### src/rtl/irqrt_pkg.sv
package irqrt_pkg;
    localparam int NUM_PIRQ    = 4;
    localparam int NUM_IRQ     = 16;
    localparam int IRQ_W       = $clog2(NUM_IRQ);
    localparam int BYTE_W      = 8;
    localparam int DATA_W      = NUM_PIRQ * BYTE_W;
    localparam logic [BYTE_W-1:0] ROUTE_RESET = 8'h80;

    typedef struct packed {
        logic             en;
        logic [IRQ_W-1:0] irq;
    } route_t;

    typedef logic [NUM_PIRQ-1:0][BYTE_W-1:0] route_bytes_t;

    function automatic route_t decode_route(input logic [BYTE_W-1:0] b);
        route_t r;
        r.en  = (b < BYTE_W'(NUM_IRQ));
        r.irq = r.en ? b[IRQ_W-1:0] : '0;
        return r;
    endfunction
endpackage

### src/rtl/irqrt_cfg.sv
module irqrt_cfg
    import irqrt_pkg::*;
#(
    parameter int ADDR_W = 6,
    parameter logic [ADDR_W-1:0] ROUTE_DWORD = 6'h18
) (
    input  logic                clk,
    input  logic                rst,
    input  logic                wr,
    input  logic [ADDR_W-1:0]   addr,
    input  logic [NUM_PIRQ-1:0] be,
    input  logic [DATA_W-1:0]   wdata,
    output logic [DATA_W-1:0]   rdata,
    output route_bytes_t        route_q
);
    logic hit;
    assign hit = (addr == ROUTE_DWORD);

    for (genvar k = 0; k < NUM_PIRQ; k++) begin : g_lane
        always_ff @(posedge clk) begin
            if (rst)
                route_q[k] <= ROUTE_RESET;
            else if (wr && hit && be[k])
                route_q[k] <= wdata[k*BYTE_W +: BYTE_W];
        end
    end

    assign rdata = hit ? route_q : '0;

    // foreign addresses never touch the steering registers
    p_foreign_write_ignored_r8: assert property (@(posedge clk) disable iff (rst)
        (wr && !hit) |=> $stable(route_q));

    // a write with no lane enabled leaves the registers as they were
    p_no_lane_no_change_r7: assert property (@(posedge clk) disable iff (rst)
        (wr && be == '0) |=> $stable(route_q));

    // the first cycle out of reset shows the reset value in every lane
    p_reset_value_r3: assert property (@(posedge clk) disable iff (rst)
        $past(rst) |-> (route_q == {NUM_PIRQ{ROUTE_RESET}}));
endmodule

### src/rtl/irqrt_decode.sv
module irqrt_decode
    import irqrt_pkg::*;
(
    input  route_bytes_t                  route_q,
    output route_t [NUM_PIRQ-1:0]         status
);
    for (genvar k = 0; k < NUM_PIRQ; k++) begin : g_dec
        assign status[k] = decode_route(route_q[k]);
    end
endmodule

### src/rtl/irqrt_matrix.sv
module irqrt_matrix
    import irqrt_pkg::*;
(
    input  logic                  clk,
    input  logic                  rst,
    input  logic [NUM_PIRQ-1:0]   pirq,
    input  route_t [NUM_PIRQ-1:0] status,
    output logic [NUM_IRQ-1:0]    irq_out
);
    logic [NUM_IRQ-1:0][NUM_PIRQ-1:0] lvl_q;

    for (genvar i = 0; i < NUM_IRQ; i++) begin : g_irq
        localparam logic [IRQ_W-1:0] IDX = IRQ_W'(i);
        for (genvar k = 0; k < NUM_PIRQ; k++) begin : g_pin
            always_ff @(posedge clk) begin
                if (rst)
                    lvl_q[i][k] <= 1'b0;
                else
                    lvl_q[i][k] <= pirq[k] & status[k].en & (status[k].irq == IDX);
            end
        end
        assign irq_out[i] = |lvl_q[i];
    end

    for (genvar k = 0; k < NUM_PIRQ; k++) begin : g_col
        logic [NUM_IRQ-1:0] col;
        for (genvar i = 0; i < NUM_IRQ; i++) begin : g_bit
            assign col[i] = lvl_q[i][k];
        end

        // a disabled line leaves its whole column empty
        p_disabled_col_empty_r2: assert property (@(posedge clk) disable iff (rst)
            !status[k].en |=> (col == '0));

        // a line lands on at most one IRQ
        p_col_onehot_r4: assert property (@(posedge clk) disable iff (rst)
            $onehot0(col));
    end
endmodule

### src/rtl/irqrt_router.sv
module irqrt_router
    import irqrt_pkg::*;
#(
    parameter int ADDR_W = 6,
    parameter logic [ADDR_W-1:0] ROUTE_DWORD = 6'h18
) (
    input  logic                      clk,
    input  logic                      rst,
    input  logic                      cfg_wr,
    input  logic [ADDR_W-1:0]         cfg_addr,
    input  logic [NUM_PIRQ-1:0]       cfg_be,
    input  logic [DATA_W-1:0]         cfg_wdata,
    output logic [DATA_W-1:0]         cfg_rdata,
    input  logic [NUM_PIRQ-1:0]       pirq,
    output logic [NUM_IRQ-1:0]        irq_out,
    output logic [NUM_PIRQ-1:0]       route_en,
    output logic [NUM_PIRQ*IRQ_W-1:0] route_irq
);
    route_bytes_t          route_q;
    route_t [NUM_PIRQ-1:0] status;

    irqrt_cfg #(.ADDR_W(ADDR_W), .ROUTE_DWORD(ROUTE_DWORD)) u_cfg (
        .clk(clk), .rst(rst), .wr(cfg_wr), .addr(cfg_addr), .be(cfg_be),
        .wdata(cfg_wdata), .rdata(cfg_rdata), .route_q(route_q)
    );

    irqrt_decode u_dec (.route_q(route_q), .status(status));

    irqrt_matrix u_mtx (
        .clk(clk), .rst(rst), .pirq(pirq), .status(status), .irq_out(irq_out)
    );

    for (genvar k = 0; k < NUM_PIRQ; k++) begin : g_stat
        assign route_en[k]                 = status[k].en;
        assign route_irq[k*IRQ_W +: IRQ_W] = status[k].irq;

        // an enabled, asserted line shows up next cycle on its published IRQ
        p_enabled_reaches_irq_r6: assert property (@(posedge clk) disable iff (rst)
            (route_en[k] && pirq[k]) |=> irq_out[$past(route_irq[k*IRQ_W +: IRQ_W])]);
    end

    // no IRQ without an asserted line one cycle earlier, and never more IRQs than lines
    p_irq_needs_line_r10: assert property (@(posedge clk) disable iff (rst)
        (irq_out != '0) |-> ($past(pirq) != '0));

    p_wired_or_count_r4: assert property (@(posedge clk) disable iff (rst)
        $countones(irq_out) <= $countones($past(pirq)));
endmodule

### config.mk
export PLATFORM = sky130hd
export DESIGN_NAME = irqrt_router
export DESIGN_NICKNAME = d
export VERILOG_FILES = /design/src/rtl/irqrt_pkg.sv /design/src/rtl/irqrt_cfg.sv /design/src/rtl/irqrt_decode.sv /design/src/rtl/irqrt_matrix.sv /design/src/rtl/irqrt_router.sv
export SDC_FILE = /design/constraint.sdc
export NUM_CORES = 1
export LEC_CHECK = 0
export BUFFER_PORTS_ARGS = -buffer_cell sky130_fd_sc_hd__buf_2
export CAP_MARGIN = 20
export CORE_UTILIZATION = 46
export DETAILED_ROUTE_END_ITERATION = 12
export GPL_TIMING_DRIVEN = 0
export PLACE_DENSITY = 0.85
export RECOVER_POWER = 100
export SKIP_CTS_REPAIR_TIMING = 1
export SYNTH_ARGS = -nofsm -noshare
export SYNTH_HDL_FRONTEND = slang
export SYNTH_SLANG_ARGS = --single-unit
### constraint.sdc
create_clock -name clk -period 2.02 [get_ports clk]
set_input_delay 0.404 -clock clk [delete_from_list [all_inputs] [get_ports clk]]
set_output_delay 0.404 -clock clk [all_outputs]
set_load 0.02 [all_outputs]
==> reports/results.tsv <==
stage	metric	value	unit
synth	cell with the most instances after synthesis	dfxtp_1	
synth	synth unique cells	33	
synth	Synth async-reset ratio	0	
sta	Final Cycle Share	1.18	
outcome	status	finished with violations	
synth	Synth top area share	0.517	
sta	Worst slew margin	0.539	
route	Routed Wire Length	10.3	mm
clock_tree	CTS max path bufs	2	
sta	RSZ-0062 raised after global routing	true	
hold_path	Hold Crit Class	in -> reg	
synth	mapped cell area	3710	um2
sta	final hold viol count	0	
floorplanning	Die X	91.9	um
synth	simple-gate share of the synthesized area	0.372	
job	max-cap viol count	0	
synth	compound-cell area share of the yosys netlist	0.0445	
cells_and_area	Layout Nets	585	
power	Power Density	637	nW/um2
clock_tree	Skew-Pair Late Insertion Delay	0.36	ns
synth	largest family of logic cells by synthesized area	simple AND/OR/NAND/NOR gates	
floorplanning	# rows	32	
setup_path	Crit-path slowest cell	or4b_4	
place	Buffers on Ports	116	
cells_and_area	fin cells	643	
synth	post-synthesis adder-cell area fraction	0	
synth	post-synthesis sequential area ratio	0.517	
place	Placed Instances	612	
place	DP Area	4530	um2
route	residual DRC count	0	
power	Net Sw Frac	0.246	
floorplanning	Ports	117	
synth	Post-synth EDFFs	0	
route	post-route ant nets	0	
sta	Slew Limit Fails	0	
setup_path	CP max stage delay	0.53	ns
place	Placer Congestion	0.923	
power	Leak Pwr	0.00214	uW
synth	commonest cells in the netlist	dfxtp_1 (96), nor2_1 (58), and2_1 (47)	
setup_path	critical path required time	1.62	ns
synth	Synth Area per Inst	9.43	um2
route	via count	3371	
setup_path	Worst EP arrival	1.98	ns
global_routing	GRT overflow	0	
floorplanning	die height	91.9	um
clock_tree	CTS sink cnt	96	
cells_and_area	share of cells above drive strength 1	0.344	
cells_and_area	area added between synthesis and finish	36.7	%
clock_tree	CTS root buf	clkbuf_8	
power	VDD IR max	0.000345	V
global_routing	largest net degree at the start of global routing	19	
place	Post-Place Setup Slack	-0.408	ns
synth	Mapped Nets	443	
synth	Synth warnings	0	
setup_path	Worst setup EP type	output pin	
sta	Fmax	419	MHz
sta	worst setup margin	-0.365	ns
global_routing	first-pass GRT wire length	14.6	mm
floorplanning	Die Area	8440	um2
cells_and_area	Final Cell Area	5080	um2
power	sequential power share	0.586	
route	DR iter-0 viols	181	
synth	area leader, netlist	dfxtp_1	
power	Net Switching	795	uW
setup_path	most used cell, CP	buf_6	
clock_tree	CTS tree	yes	
sta	Layout Skew	0.0120	ns
place	Detailed Place HPWL	7.02	mm
setup_path	critical path cell sequence	buf_6, or4b_4, buf_8, nor3b_4, buf_6, clkbuf_16, and2_4, buf_6	
power	Internal	2440	uW
power	Logic pwr share	0.044	
setup_path	Startpoint Class	primary input	
global_routing	antenna violations before repair	0	
outcome	failing checks	negative setup slack	
sta	min Tclk post-route	2.39	ns
clock_tree	clock-pin slew on the worst setup and hold paths	0.10	ns
synth	Post-Synth XOR/XNOR Area	0	
sta	final setup fails	37	
route	vias per cell	5.24	
sta	worst slew pin tran	0.690	ns
synth	top cells by area, synth	dfxtp_1 (52%), and2_1 (7.9%), nand2b_1 (5.9%)	
route	TritonRoute pass-1 iters	4	
setup_path	WS Path Type	in -> out	
sta	Sum Neg Setup Slack	-10.74	ns
clock_tree	clock buffer count from CTS	9	
power	total power	3230	uW
synth	mux cell area share after synthesis	0.0431	
route	Avg WL per Cell	16.0	um
floorplanning	core area	7770	um2
global_routing	total global-route track usage	0.225	
synth	Synth Flop Type	dfxtp_1	
cells_and_area	antenna cells	0	
clock_tree	CTS H-Tree Depth	3	
setup_path	Worst Path Max Fanout	5	
synth	cell count after synthesis	394	
synth	Seq cells post-synth	96	
cells_and_area	Fillers	623	
floorplanning	Initial Util	0.478	
power	Clk pwr share	0.370	
global_routing	vias in the first global route	3010	
## area by class of cell
type	count	area [um2]	area share
Timing Repair Buffer	130	918	0.181
Multi-Input combinational cell	278	1800	0.355
Tap cell	102	128	0.0251
Inverter	1	3.75	0.000739
Clock buffer	9	124	0.0244
Clock inverter	7	61.3	0.0121
Sequential cell	96	1920	0.378
Buffer	20	120	0.0236
## kinds of logic (layout without fill, tap and decap cells)
logic type / count (synthesis) / in the layout
AO/OA/AOI/OAI: 32 / 32
buffers and inverters: 21 / 167
flip-flops: 96 / 96
multiplexers: 16 / 16
AND/OR/NAND/NOR: 229 / 230
## power groups by stage
stage	clock network (uW)	registers (uW)	logic [uW]
floorplan	0	1940	60.0
global placement	0	1940	127
detailed placement	0	1940	130
CTS	1190	1890	131
global route	1270	1890	154
finish	1200	1890	143
## stage by stage
stage	util	hold WS, ns
final	0.654	0.293
after global routing	0.654	0.292
after CTS	0.607	0.285
after detailed placement	0.583	0.502
after global placement	0.583	0.483
after floorplan	-	0.472
## flip-flops by register name, summed over array words and instances, names as in the netlist
signal           cells
u_cfg.route_q       32
u_mtx.g_col.col     64
## path summary, 6_finish.rpt
path,start,end,slack (ns),cells past startpoint
max reg2reg,u_cfg.route_q[23]$_SDFFE_PP1P_,u_mtx.g_col[2].col[8]$_SDFF_PP0_,0.25,5
min,cfg_wdata[25],u_cfg.route_q[25]$_SDFFE_PP0P_,0.29,3
max,cfg_addr[2],cfg_rdata[18],-0.37,8
min reg2reg,u_cfg.route_q[22]$_SDFFE_PP0P_,u_cfg.route_q[22]$_SDFFE_PP0P_,0.51,2
## layout by cell type, fill, tap and decap left out, types with 2 or more instances in the layout
cell | synthesis | final
and2_4 | 0 | 30
nor4_1 | 0 | 2
buf_4 | 1 | 8
nand2b_1 | 35 | 35
buf_6 | 0 | 34
nor4_4 | 1 | 3
nor2b_1 | 3 | 3
nand3b_1 | 3 | 3
inv_8 | 0 | 2
or4_1 | 16 | 16
clkbuf_16 | 0 | 2
and4b_1 | 2 | 2
o21bai_1 | 2 | 2
and2_1 | 47 | 17
o21ai_0 | 14 | 14
nor2_4 | 2 | 2
nand2_1 | 5 | 5
buf_2 | 0 | 82
a21oi_1 | 16 | 16
mux2i_1 | 16 | 16
or4bb_1 | 2 | 2
dfxtp_1 | 96 | 96
nand4_1 | 3 | 3
nand4b_1 | 10 | 10
clkbuf_1 | 15 | 19
nand3_1 | 18 | 18
buf_8 | 0 | 4
nor2_1 | 58 | 58
inv_6 | 0 | 2
clkbuf_8 | 0 | 9
nor3_1 | 14 | 14
## critical path, delay by kind of cell
kind,cells,cell delay (ns)
simple gates,3,0.89
buf+inv,5,0.68
## per-layer routing
metal  track usage  part of all wire
met4        0.0964             0.026
met5             0                 0
met1         0.283              0.43
met2         0.376              0.49
met3        0.0439             0.058
Power figures use the tool's default switching activity.
